$ cat src/rtl/qdec_pkg.sv
package qdec_pkg;
  localparam int unsigned EV_W   = 4;
  localparam int unsigned EV_WDT = 0;
  localparam int unsigned EV_DN  = 1;
  localparam int unsigned EV_UP  = 2;
  localparam int unsigned EV_DIR = 3;
  localparam int unsigned NPIN   = 3;

  typedef struct packed {
    logic step;
    logic up;
    logic err;
    logic idx_hit;
  } qdec_smp_t;
endpackage

$ cat src/rtl/qdec_input.sv
module qdec_input
  import qdec_pkg::*;
(
  input  logic            clk_i,
  input  logic            rst_ni,
  input  logic            a_i,
  input  logic            b_i,
  input  logic            idx_i,
  input  logic            swap_i,
  input  logic [NPIN-1:0] pol_i,
  input  logic [1:0]      gate_i,
  output qdec_smp_t       smp_o
);
  logic [NPIN-1:0] pin;
  logic [NPIN-1:0] s1_q, s2_q, cond, prev_q, cur;

  assign pin = {idx_i, b_i, a_i};

  for (genvar i = 0; i < NPIN; i++) begin : g_sync
    always_ff @(posedge clk_i or negedge rst_ni) begin
      if (!rst_ni) begin
        s1_q[i] <= 1'b0;
        s2_q[i] <= 1'b0;
      end else begin
        s1_q[i] <= pin[i];
        s2_q[i] <= s1_q[i];
      end
    end
  end

  // pol bit 1 = pass through, 0 = invert
  assign cond = s2_q ^ ~pol_i;
  assign cur  = {cond[2], swap_i ? cond[0] : cond[1], swap_i ? cond[1] : cond[0]};

  always_ff @(posedge clk_i or negedge rst_ni) begin
    if (!rst_ni) prev_q <= '0;
    else         prev_q <= cur;
  end

  logic da, db;
  assign da = cur[0] ^ prev_q[0];
  assign db = cur[1] ^ prev_q[1];

  always_comb begin
    smp_o.step    = da ^ db;
    smp_o.err     = da & db;
    smp_o.up      = cur[0] ^ prev_q[1];
    smp_o.idx_hit = cur[2] & ~prev_q[2] & ({cur[0], cur[1]} == gate_i);
  end
endmodule

$ cat src/rtl/qdec_counter.sv
module qdec_counter
  import qdec_pkg::*;
#(
  parameter int unsigned CNT_W = 32
) (
  input  logic             clk_i,
  input  logic             rst_ni,
  input  logic             en_i,
  input  logic             mode_i,
  input  logic [CNT_W-1:0] ceil_i,
  input  qdec_smp_t        smp_i,
  input  logic             perr_clr_i,
  output logic [CNT_W-1:0] count_o,
  output logic             dir_o,
  output logic             perr_o,
  output logic             ev_up_o,
  output logic             ev_dn_o,
  output logic             ev_dir_o
);
  logic [CNT_W-1:0] cnt_q, cnt_d;
  logic dir_q, dir_d, up_d, dn_d, chg_d, perr_q, perr_d;

  always_comb begin
    cnt_d = cnt_q;
    dir_d = dir_q;
    up_d  = 1'b0;
    dn_d  = 1'b0;
    chg_d = 1'b0;
    if (en_i && smp_i.step) begin
      dir_d = smp_i.up;
      chg_d = smp_i.up != dir_q;
      if (smp_i.up) begin
        if (mode_i && cnt_q == ceil_i) begin
          cnt_d = '0;
          up_d  = 1'b1;
        end else begin
          cnt_d = cnt_q + 1'b1;
        end
      end else begin
        if (mode_i && cnt_q == '0) begin
          cnt_d = ceil_i;
          dn_d  = 1'b1;
        end else begin
          cnt_d = cnt_q - 1'b1;
        end
      end
    end
    // index reset overrides a step in the same sample
    if (en_i && !mode_i && smp_i.idx_hit) begin
      cnt_d = '0;
      up_d  = dir_d;
      dn_d  = ~dir_d;
    end
    perr_d = (en_i & smp_i.err) | (perr_q & ~perr_clr_i);
  end

  always_ff @(posedge clk_i or negedge rst_ni) begin
    if (!rst_ni) begin
      cnt_q    <= '0;
      dir_q    <= 1'b1;
      perr_q   <= 1'b0;
      ev_up_o  <= 1'b0;
      ev_dn_o  <= 1'b0;
      ev_dir_o <= 1'b0;
    end else begin
      cnt_q    <= cnt_d;
      dir_q    <= dir_d;
      perr_q   <= perr_d;
      ev_up_o  <= up_d;
      ev_dn_o  <= dn_d;
      ev_dir_o <= chg_d;
    end
  end

  assign count_o = cnt_q;
  assign dir_o   = dir_q;
  assign perr_o  = perr_q;
endmodule

$ cat src/rtl/qdec_watchdog.sv
module qdec_watchdog #(
  parameter int unsigned WDT_W = 16
) (
  input  logic             clk_i,
  input  logic             rst_ni,
  input  logic             en_i,
  input  logic [WDT_W-1:0] limit_i,
  input  logic             step_i,
  output logic             ev_o
);
  localparam logic [WDT_W-1:0] ONE = {{(WDT_W-1){1'b0}}, 1'b1};
  logic [WDT_W-1:0] cnt_q;

  always_ff @(posedge clk_i or negedge rst_ni) begin
    if (!rst_ni) begin
      cnt_q <= '0;
      ev_o  <= 1'b0;
    end else begin
      ev_o <= 1'b0;
      if (!en_i || limit_i == '0 || step_i) begin
        cnt_q <= '0;
      end else if (cnt_q == limit_i - ONE) begin
        cnt_q <= '0;
        ev_o  <= 1'b1;
      end else begin
        cnt_q <= cnt_q + ONE;
      end
    end
  end
endmodule

$ cat src/rtl/qdec_status.sv
module qdec_status
  import qdec_pkg::*;
(
  input  logic            clk_i,
  input  logic            rst_ni,
  input  logic [EV_W-1:0] ev_i,
  input  logic [EV_W-1:0] clr_i,
  input  logic            msk_wr_i,
  input  logic [EV_W-1:0] msk_i,
  output logic [EV_W-1:0] sts_o,
  output logic            irq_o
);
  logic [EV_W-1:0] sts_q, msk_q;

  always_ff @(posedge clk_i or negedge rst_ni) begin
    if (!rst_ni) begin
      sts_q <= '0;
      msk_q <= '1;
    end else begin
      sts_q <= (sts_q & ~clr_i) | ev_i;
      if (msk_wr_i) msk_q <= msk_i;
    end
  end

  assign sts_o = sts_q;
  assign irq_o = |(sts_q & ~msk_q);
endmodule

$ cat src/rtl/quad_decoder.sv
module quad_decoder
  import qdec_pkg::*;
#(
  parameter int unsigned CNT_W = 32,
  parameter int unsigned WDT_W = 16
) (
  input  logic             clk_i,
  input  logic             rst_ni,
  input  logic             a_i,
  input  logic             b_i,
  input  logic             idx_i,
  input  logic             cfg_wr_i,
  input  logic             cfg_en_i,
  input  logic             cfg_swap_i,
  input  logic [2:0]       cfg_pol_i,
  input  logic [1:0]       cfg_gate_i,
  input  logic             cfg_mode_i,
  input  logic [CNT_W-1:0] cfg_ceil_i,
  input  logic [WDT_W-1:0] cfg_wdt_i,
  input  logic             msk_wr_i,
  input  logic [3:0]       msk_i,
  input  logic [3:0]       sts_clr_i,
  input  logic             perr_clr_i,
  output logic [CNT_W-1:0] count_o,
  output logic             dir_o,
  output logic             perr_o,
  output logic             evt_wdt_o,
  output logic             evt_rst_dn_o,
  output logic             evt_rst_up_o,
  output logic             evt_dir_o,
  output logic [3:0]       sts_o,
  output logic             irq_o
);
  logic             en_q, swap_q, mode_q;
  logic [2:0]       pol_q;
  logic [1:0]       gate_q;
  logic [CNT_W-1:0] ceil_q;
  logic [WDT_W-1:0] wdt_q;

  // enable always writable, remaining fields only while disabled
  always_ff @(posedge clk_i or negedge rst_ni) begin
    if (!rst_ni) begin
      en_q   <= 1'b0;
      swap_q <= 1'b0;
      pol_q  <= 3'b111;
      gate_q <= 2'd0;
      mode_q <= 1'b1;
      ceil_q <= '1;
      wdt_q  <= '0;
    end else if (cfg_wr_i) begin
      en_q <= cfg_en_i;
      if (!en_q) begin
        swap_q <= cfg_swap_i;
        pol_q  <= cfg_pol_i;
        gate_q <= cfg_gate_i;
        mode_q <= cfg_mode_i;
        ceil_q <= cfg_ceil_i;
        wdt_q  <= cfg_wdt_i;
      end
    end
  end

  qdec_smp_t smp;

  qdec_input u_input (
    .clk_i  (clk_i),
    .rst_ni (rst_ni),
    .a_i    (a_i),
    .b_i    (b_i),
    .idx_i  (idx_i),
    .swap_i (swap_q),
    .pol_i  (pol_q),
    .gate_i (gate_q),
    .smp_o  (smp)
  );

  qdec_counter #(.CNT_W(CNT_W)) u_counter (
    .clk_i      (clk_i),
    .rst_ni     (rst_ni),
    .en_i       (en_q),
    .mode_i     (mode_q),
    .ceil_i     (ceil_q),
    .smp_i      (smp),
    .perr_clr_i (perr_clr_i),
    .count_o    (count_o),
    .dir_o      (dir_o),
    .perr_o     (perr_o),
    .ev_up_o    (evt_rst_up_o),
    .ev_dn_o    (evt_rst_dn_o),
    .ev_dir_o   (evt_dir_o)
  );

  qdec_watchdog #(.WDT_W(WDT_W)) u_wdt (
    .clk_i   (clk_i),
    .rst_ni  (rst_ni),
    .en_i    (en_q),
    .limit_i (wdt_q),
    .step_i  (smp.step),
    .ev_o    (evt_wdt_o)
  );

  logic [EV_W-1:0] ev_vec;
  always_comb begin
    ev_vec         = '0;
    ev_vec[EV_WDT] = evt_wdt_o;
    ev_vec[EV_DN]  = evt_rst_dn_o;
    ev_vec[EV_UP]  = evt_rst_up_o;
    ev_vec[EV_DIR] = evt_dir_o;
  end

  qdec_status u_status (
    .clk_i    (clk_i),
    .rst_ni   (rst_ni),
    .ev_i     (ev_vec),
    .clr_i    (sts_clr_i),
    .msk_wr_i (msk_wr_i),
    .msk_i    (msk_i),
    .sts_o    (sts_o),
    .irq_o    (irq_o)
  );
endmodule

$ cat config.mk
export PLATFORM = sky130hd
export DESIGN_NAME = quad_decoder
export DESIGN_NICKNAME = d
export VERILOG_FILES = /design/src/rtl/qdec_pkg.sv /design/src/rtl/qdec_input.sv /design/src/rtl/qdec_counter.sv /design/src/rtl/qdec_watchdog.sv /design/src/rtl/qdec_status.sv /design/src/rtl/quad_decoder.sv
export SDC_FILE = /design/constraint.sdc
export NUM_CORES = 1
export LEC_CHECK = 0
export ABC_AREA = 1
export BUFFER_PORTS_ARGS = -buffer_cell sky130_fd_sc_hd__buf_2
export CORE_AREA = 2 2 151 153
export DETAILED_ROUTE_END_ITERATION = 10
export DIE_AREA = 0 0 153 155
export PLACE_DENSITY = 0.68
export SLEW_MARGIN = 20
export SYNTH_ARGS = -nofsm -noshare
export SYNTH_HDL_FRONTEND = slang
export SYNTH_SLANG_ARGS = --single-unit
$ cat constraint.sdc
create_clock -name clk_i -period 5.55 [get_ports clk_i]
set_clock_uncertainty 0.2 [all_clocks]
set_input_delay 1.665 -clock clk_i [delete_from_list [all_inputs] [get_ports clk_i]]
set_output_delay 1.665 -clock clk_i [all_outputs]
set_load 0.005 [all_outputs]
Word-level counts from Yosys, hierarchy flattened:

Index checks and enable logic that the tools add are counted.

* output and inout port bits: 43
* bits of input ports: 72
* register bits after elaboration: 127
* word-level logic and storage cells: 88

* reduce and logical (&&, ||, !) cells: 14
* bitwise gates (word level): 21
* muxes and demuxes: 21
* add/sub/neg operators: 4
* equality and inequality tests: 4

Operators by type and width (count)
* 2-to-1 mux 32 bit: 5
* adder 32 x 1 -> 32 bit (second input constant): 1
* equality test 32 bit: 1
* logical NOT 32 bit: 1
* 2-to-1 mux 16 bit: 2
* subtractor 32 x 1 -> 32 bit (second input constant): 1
* adder 16 x 1 -> 16 bit (second input constant): 1
* equality test 16 bit: 1
* logical NOT 16 bit: 1
* subtractor 16 x 1 -> 16 bit (second input constant): 1
* 2-to-1 mux 1 bit: 14
* AND 4 bit: 2
* NOT 4 bit: 2
* AND 1 bit: 5
* logical AND 1 bit: 5
* NOT 1 bit: 4
* bitwise OR 4 bit: 1
* OR reduction 4 bit: 1
* XOR 1 bit: 4
* NOT 3 bit: 1
* XOR 3 bit: 1
* equality test 2 bit: 1
* logical NOT 1 bit: 2
* logical OR 1 bit: 2
* other kinds (4): 4

Depth between registers and ports, before layout:

Gate-level depths: netlist (run 1).

* depth after elaboration: 9
* mapped depth: 15
* depth with buffers taken out: 13

Cells and area by module:

Synthesis (run 1) repeated with hierarchy kept, for this count alone.

* cell total of the unflattened synthesis: 1547
* area, all modules: 9718.1 µm²

By module, submodules not included
* qdec_counter: area an instance 5063.6 µm², instances 1, cells each 948, sequential area each 927.1 µm²
* quad_decoder: area an instance 2252.2 µm², instances 1, cells each 242, sequential area each 1446.4 µm²
* qdec_watchdog: area an instance 1649.1 µm², instances 1, cells each 275, sequential area each 425.4 µm²
* qdec_input: area an instance 419.2 µm², instances 1, cells each 45, sequential area each 225.2 µm²
* qdec_status: area an instance 334.1 µm², instances 1, cells each 37, sequential area each 205.2 µm²

Worst setup path after synthesis (run 1):

OpenSTA, ideal clock, no wires.

* path type: input to register
* from: input port cfg_wr_i
* to: register wdt_q[10]
* setup slack: 2.706 ns
* data arrival time: 2.519 ns
* path buffers: 1
* stages on the path: 3
* library setup time: 0.125 ns
* data required time: 5.225 ns
* cell sequence: nand2_1 -> buf_1 -> mux2_2

* cells in the longest elaborated chain, start to end: 1

RTL lines
* start, declared: line quad_decoder.sv:12 `input logic cfg_wr_i,`
* AND reduction 2 bit (no source line)
* end signal, assigned: line quad_decoder.sv:58 `wdt_q <= cfg_wdt_i;`
* end, declared: line quad_decoder.sv:38 `logic [WDT_W-1:0] wdt_q;`

Every way passes these cells.
A chain may end at the register's enable or synchronous reset.

Worst setup path after layout (run 1):

* from: register u_status.msk_q[2]
* to: output port irq_o

* cells in the longest elaborated chain, start to end: 3

RTL lines
* start, declared: line qdec_status.sv:13 `logic [EV_W-1:0] sts_q, msk_q;`
* start signal, assigned: line qdec_status.sv:21 `if (msk_wr_i) msk_q <= msk_i;`
* NOT 4 bit: line qdec_status.sv:26 `assign irq_o = |(sts_q & ~msk_q);`
* AND 4 bit: line qdec_status.sv:26
* OR reduction 4 bit: line qdec_status.sv:26
* end, declared: line quad_decoder.sv:32 `output logic irq_o`

Every way passes these cells.

==> out/qor.txt, run 1 <==
Most common cell after layout, fill and taps aside = nand2_1
Syn_nets = 1,502
Synth warnings = 0
Commonest cells after routing, fill and taps aside = nand2_1 (444), nor2_1 (199), inv_1 (137)
Nets@finish = 1,577
Cts bufs inserted = 17
Worst-Margin Slew = 1.097 ns
Max Used Layer = met4
Largest net degree at the start of global routing = 98
Initial antenna violation count = 0
Final hold vios = 0
Total congestion overflow = 0
Worst path cell trace = o22ai_1 > a21oi_1 > o21ai_0 > buf_2
Area grow syn2layout = 12.06%
Register bit total from synthesis = 127
1st-pass router iterations = 5
WP data required = 3.69 ns
Iter 0 DRT Violations = 853
Final Max Tran Viols = 0
Status = complete, no violations
Minimum clock period = 3.230 ns
Yosys top cell by area = dfrtp_1
CTS tree = done
Ports = 115
Unrepaired setup endpoints after global routing = no
Mapped Cells = 1,424
Total number of vias = 9,380
Routed vias/inst = 5.220
Crit. End Element = output pin
Rows = 55
Num Clock Sinks = 127
# hold bufs at CTS = 0
Drt drc = 0
Largest cells by area after synthesis = dfrtp_1 (22%), nand2_1 (17%), dfstp_2 (11%)
Post-Syn Area = 9575 sq um
Reg area = 3229 sq um
Latest clock arrival within the worst-skew pair = 0.43 ns
Max incr delay on CP = 0.53 ns
Pwr per Cell Area = 436.4 nW/um^2
Core Box Area = 22,230 sq um
Vias in the first global route = 8,622
Number of H-tree levels = 4
Crit start category = flop
Port-buffer cells = 114
WL met3 = 1869 microns
Distinct cell type count after synthesis = 47
Crit share post-route = 0.5820
GRT Total Usage = 0.2553
Worst vdd ir = 0.2038 mV
FFs w/ async S/R, synth = 1.000
EDFF count, synth = 0
Yosys top cell area share = 0.2247
Slew HR = 0.2667
Met2 wire length = 13,860 microns
Root buffer cell = clkbuf_16
Max_cap viols = 0
Met1 WL = 13,750 microns
GPL Wtd Cong = 0.9675
First-pass GRT wire length = 47,370 microns
Hpwl dp = 22,700 microns
Final setup vio count = 0
Worst min path class = flop to flop
Share of layout cells above drive strength 1 = 0.1918
Die ar. = 23,720 sq um
# fillers = 2,322
Final WL = 30,080 microns
Crit path arrival time = 1.36 ns
Primary FF master, synth = dfrtp_1
Worst-path clk slew = 0.06 ns
Area taken by multi-input logic gates = 5408 sq um
Fmax = 0.3096 GHz
LEAKAGE = 5.334 nW
Antenna Cells = 0
Setup_tns = 0 ns
Crit path max fanout = 2
Post-cts sizing count = 0
Slowest CP cell = dfstp_2
Die Wd = 153 microns
DIE HEIGHT = 155 microns
Wirelength per Cell = 16.74 microns
Avg Cell Area, Syn = 6.724 sq um
Core Util, Final = 0.4827
Initial Util = 0.4308
Register area share after synthesis = 0.3373
Reg2Reg Depth = 11
Antenna Nets Post-Route = 0
Critical path class = flop to output pin
Longest Clk Path Bufs = 2
# Post-CTS Setup Buffers = 0
WHS Path Cells = 0
==> final timing paths <==
check,from,endpoint,slack [ns]
max,u_status.msk_q[2],irq_o,2.32
min,u_input.s1_q[0],u_input.s2_q[0],0.15
max reg2reg,u_counter.count_o[25],u_counter.count_o[16],2.53
min reg2reg,u_input.s1_q[0],u_input.s2_q[0],0.15
max in group asynchronous,rst_ni,ceil_q[15],3.05
min in group asynchronous,rst_ni,u_status.sts_o[2],1.13
==> Yosys cell counts (2+ instances only) <==
library cell	number
nand2_1	446
nor2_1	199
inv_1	137
nand3_1	110
dfrtp_1	86
a21oi_1	65
xor2_1	49
dfstp_2	41
nand4_1	33
o21ai_0	31
buf_2	28
mux2_2	25
xnor2_1	22
nor2_2	18
nand2_2	16
buf_4	11
inv_2	11
nor3_1	11
buf_6	10
nor2_4	10
clkbuf_1	8
nand3b_1	8
ha_1	6
o21ai_1	5
o21bai_1	4
and2_1	3
buf_1	3
nand3_2	3
nor3_2	3
o211ai_2	3
nor3b_1	2
or2_2	2
==> registers in the layout (all words and copies together) (netlist names) <==
register and flops:
u_counter.ev_up_o 1, u_input.s1_q 3, u_counter.perr_o 1, u_status.msk_q 4
gate_q 2, u_status.sts_o 4, swap_q 1, u_wdt.ev_o 1
u_input.s2_q 3, en_q 1, wdt_q 16, mode_q 1
u_counter.ev_dn_o 1, u_wdt.cnt_q 16, u_counter.ev_dir_o 1, u_counter.count_o 32
pol_q 3, u_input.prev_q 3, ceil_q 32, u_counter.dir_o 1
==> worst max-delay path, delay by kind of cell, from the launching register on <==
family / cells / cell delay [ns]
compound gates: 3 / 0.27
flops: 1 / 0.53
buf+inv: 1 / 0.13
==> per-stage QoR <==
step                      setup WS [ns]  hold WS, ns  area [sq um]  cells  power (mW)
final                             2.320       0.1478         10730   1797       4.682
after CTS                         2.309       0.1495         10730   1797       4.681
after global routing              2.212       0.1649         10730   1797       5.037
after floorplan                   2.706       0.1312          9575   1424       2.979
after global placement            2.175       0.1315         10160   1765       3.528
after detailed placement          2.146       0.1363         10160   1765       3.560
==> where the power goes <==
part	leakage, nW	switching [mW]	total, mW	internal, mW
combinational	3.55	1.28	1.98	0.701
clock	0.270	0.471	1.10	0.634
sequential	1.52	0.439	1.59	1.15
==> cell families after synthesis <==
group | after synthesis | share of synthesized area
simple gates | 870 | 0.3967
buf+inv | 211 | 0.09905
flops | 127 | 0.3373
compound gates | 114 | 0.06481
xor+xnor | 71 | 0.06494
mux | 25 | 0.02940
fa+ha+maj | 6 | 0.007840
==> routing by layer <==
layer	vias up	global-route usage
met3	40	0.04401
met1	4361	0.3552
met4	0	0.07099
met2	340	0.4119
met5	-	0
li1	4639	-
==> final cells by class <==
type	count	area share
flip-flops and latches	127	0.3010
inverters	150	0.05282
clock buffers	18	0.04093
repair buffers	117	0.05585
multi-input cells	1086	0.5040
clock inverters	14	0.01224
well taps	285	0.03323
(Power assumes the default switching activity.)
==> run 2, diff against run 1 <==
==> constraint.sdc (replaced) <==
create_clock -name clk_i -period 3.1 [get_ports clk_i]
set_clock_uncertainty 0.2 [all_clocks]
set_input_delay 0.93 -clock clk_i [delete_from_list [all_inputs] [get_ports clk_i]]
set_output_delay 0.93 -clock clk_i [all_outputs]
set_load 0.005 [all_outputs]
==> run 2 against run 1 <==
Wire length rose by 1.7%. Critical endpoint is now u_counter.count_o[26]. First-iteration DRC count rose by 10%. Global-route usage rose by 0.47 points. Register-to-register slack got worse by 2.0 ns. Core utilization rose by 1.3 points. Final area rose by 2.8%. Non-clock buffer count rose by 29.
==> out/qor.txt, run 2 (synthesized netlist as in run 1, its figures left out) <==
Rows = 55 (unchanged)
Setup_tns = 0 ns (unchanged)
Iter 0 DRT Violations = 941 (+10%)
Total congestion overflow = 0 (unchanged)
Commonest cells after routing, fill and taps aside = nand2_1 (444), nor2_1 (199), inv_1 (137)
Minimum clock period = 2.611 ns
Final WL = 30,590 microns (+1.7%)
Worst-path clk slew = 0.06 ns (about the same)
Routed vias/inst = 5.166 (-1.0%)
Status = complete, no violations
1st-pass router iterations = 6 (+1)
Area grow syn2layout = 15.18%
Unrepaired setup endpoints after global routing = no
Total number of vias = 9,433 (+0.57%)
Crit share post-route = 0.8422
Num Clock Sinks = 127 (unchanged)
Die Wd = 153 microns (unchanged)
Most common cell after layout, fill and taps aside = nand2_1
Cts bufs inserted = 17 (unchanged)
Wirelength per Cell = 16.75 microns (about the same)
Initial Util = 0.4308 (unchanged)
Die ar. = 23,720 sq um (unchanged)
Nets@finish = 1,606 (+1.8%)
# hold bufs at CTS = 0 (unchanged)
Crit. End Element = flop
Longest Clk Path Bufs = 2 (unchanged)
# Post-CTS Setup Buffers = 0 (unchanged)
Number of H-tree levels = 4 (unchanged)
Latest clock arrival within the worst-skew pair = 0.43 ns (about the same)
Port-buffer cells = 114 (unchanged)
GPL Wtd Cong = 0.9895 (+2.3%)
WP data required = 3.27 ns (-0.42 ns)
Worst min path class = flop to flop
Worst-Margin Slew = 0.7156 ns (-0.3813 ns)
Critical path class = flop to flop
First-pass GRT wire length = 48,130 microns (+1.6%)
Final Max Tran Viols = 0 (unchanged)
Fmax = 0.3830 GHz
Slew HR = 0.5192 (+0.2526)
# fillers = 2,286 (-1.6%)
Antenna Cells = 0 (unchanged)
Hpwl dp = 23,600 microns (+4.0%)
Pwr per Cell Area = 790.0 nW/um^2 (+81%)
Initial antenna violation count = 0 (unchanged)
Reg2Reg Depth = 13 (+2)
LEAKAGE = 5.505 nW (+3.2%)
Worst vdd ir = 0.3153 mV (+55%)
Final setup vio count = 0 (unchanged)
GRT Total Usage = 0.2600 (+0.004718)
Vias in the first global route = 8,688 (+0.77%)
Crit start category = flop
Final hold vios = 0 (unchanged)
Placed cells = 1,794 (+1.6%)
Fin cells = 1,826 (+1.6%)
Largest net degree at the start of global routing = 57 (-42%)
CTS tree = done
Core Box Area = 22,230 sq um (unchanged)
Max_cap viols = 0 (unchanged)
Crit path arrival time = 2.78 ns (+1.42 ns)
Root buffer cell = clkbuf_16
Post-cts sizing count = 0 (unchanged)
Drt drc = 0 (unchanged)
DIE HEIGHT = 155 microns (unchanged)
Crit path max fanout = 24 (+22)
Share of layout cells above drive strength 1 = 0.2044 (+0.01261)
Ports = 115 (unchanged)
WHS Path Cells = 0 (unchanged)
Antenna Nets Post-Route = 0 (unchanged)
run 2: final cells by class:
type | instances | area, sq um | share of cell area
Tap cell | 285 | 356.6 | 0.03233
Timing Repair Buffer | 146 | 867.1 | 0.07862
Inverter | 150 | 566.8 | 0.05139
Clock inverter | 9 | 133.9 | 0.01214
Clock buffer | 23 | 467.9 | 0.04243
Sequential cell | 127 | 3229 | 0.2928
Multi-Input combinational cell | 1086 | 5408 | 0.4903
run 2: path summary, 6_finish.rpt:
path	start	to	slack, ns
hold reg to reg	u_input.s1_q[1]	u_input.s2_q[1]	0.15
hold / removal	u_input.s1_q[1]	u_input.s2_q[1]	0.15
min in group asynchronous	rst_ni	u_counter.ev_dn_o	0.27
setup / recovery	pol_q[0]	u_counter.count_o[26]	0.49
setup reg to reg	pol_q[0]	u_counter.count_o[26]	0.49
max in group asynchronous	rst_ni	pol_q[1]	1.73
run 2: worst max-delay path, cell delays in order, from the launching register on:
cell	delay (ns)
dfstp_2	0.52
inv_1	0.05
nand2_1	0.06
nand2_1	0.06
nand2_1	0.13
nand2_2	0.10
xor2_1	0.15
ha_1	0.31
nand2_1	0.14
inv_1	0.13
nor2_4	0.31
buf_12	0.23
nand2_1	0.07
nand2_1	0.08
run 2: report_power, final:
group	switching [mW]	internal (mW)
Clock	0.765	1.31
Sequential	0.597	2.07
Combinational	2.56	1.41
Total	3.92	4.79
run 2: metrics by stage:
| step | instance area [sq um] | setup WS (ns) | total power, mW | utilization | hold slack (ns) |
|---|---|---|---|---|---|
| global placement | 10430 | 0.5420 | 6.547 | 0.4691 | 0.1318 |
| floorplan | 9575 | 0.8624 | 5.333 | - | 0.1312 |
| detailed placement | 10430 | 0.5169 | 6.583 | 0.4691 | 0.1363 |
| CTS | 11030 | 0.4917 | 8.683 | 0.4962 | 0.1493 |
| finish | 11030 | 0.4893 | 8.713 | 0.4962 | 0.1469 |
| global route | 11030 | 0.3194 | 9.312 | 0.4962 | 0.1649 |
run 2: metal layers:
metal	vias up	GRT usage	share of wire
li1	4686	-	-
met2	343	0.4147	0.45
met5	-	0	0
met1	4356	0.3673	0.46
met3	48	0.03677	0.062
met4	0	0.08113	0.024
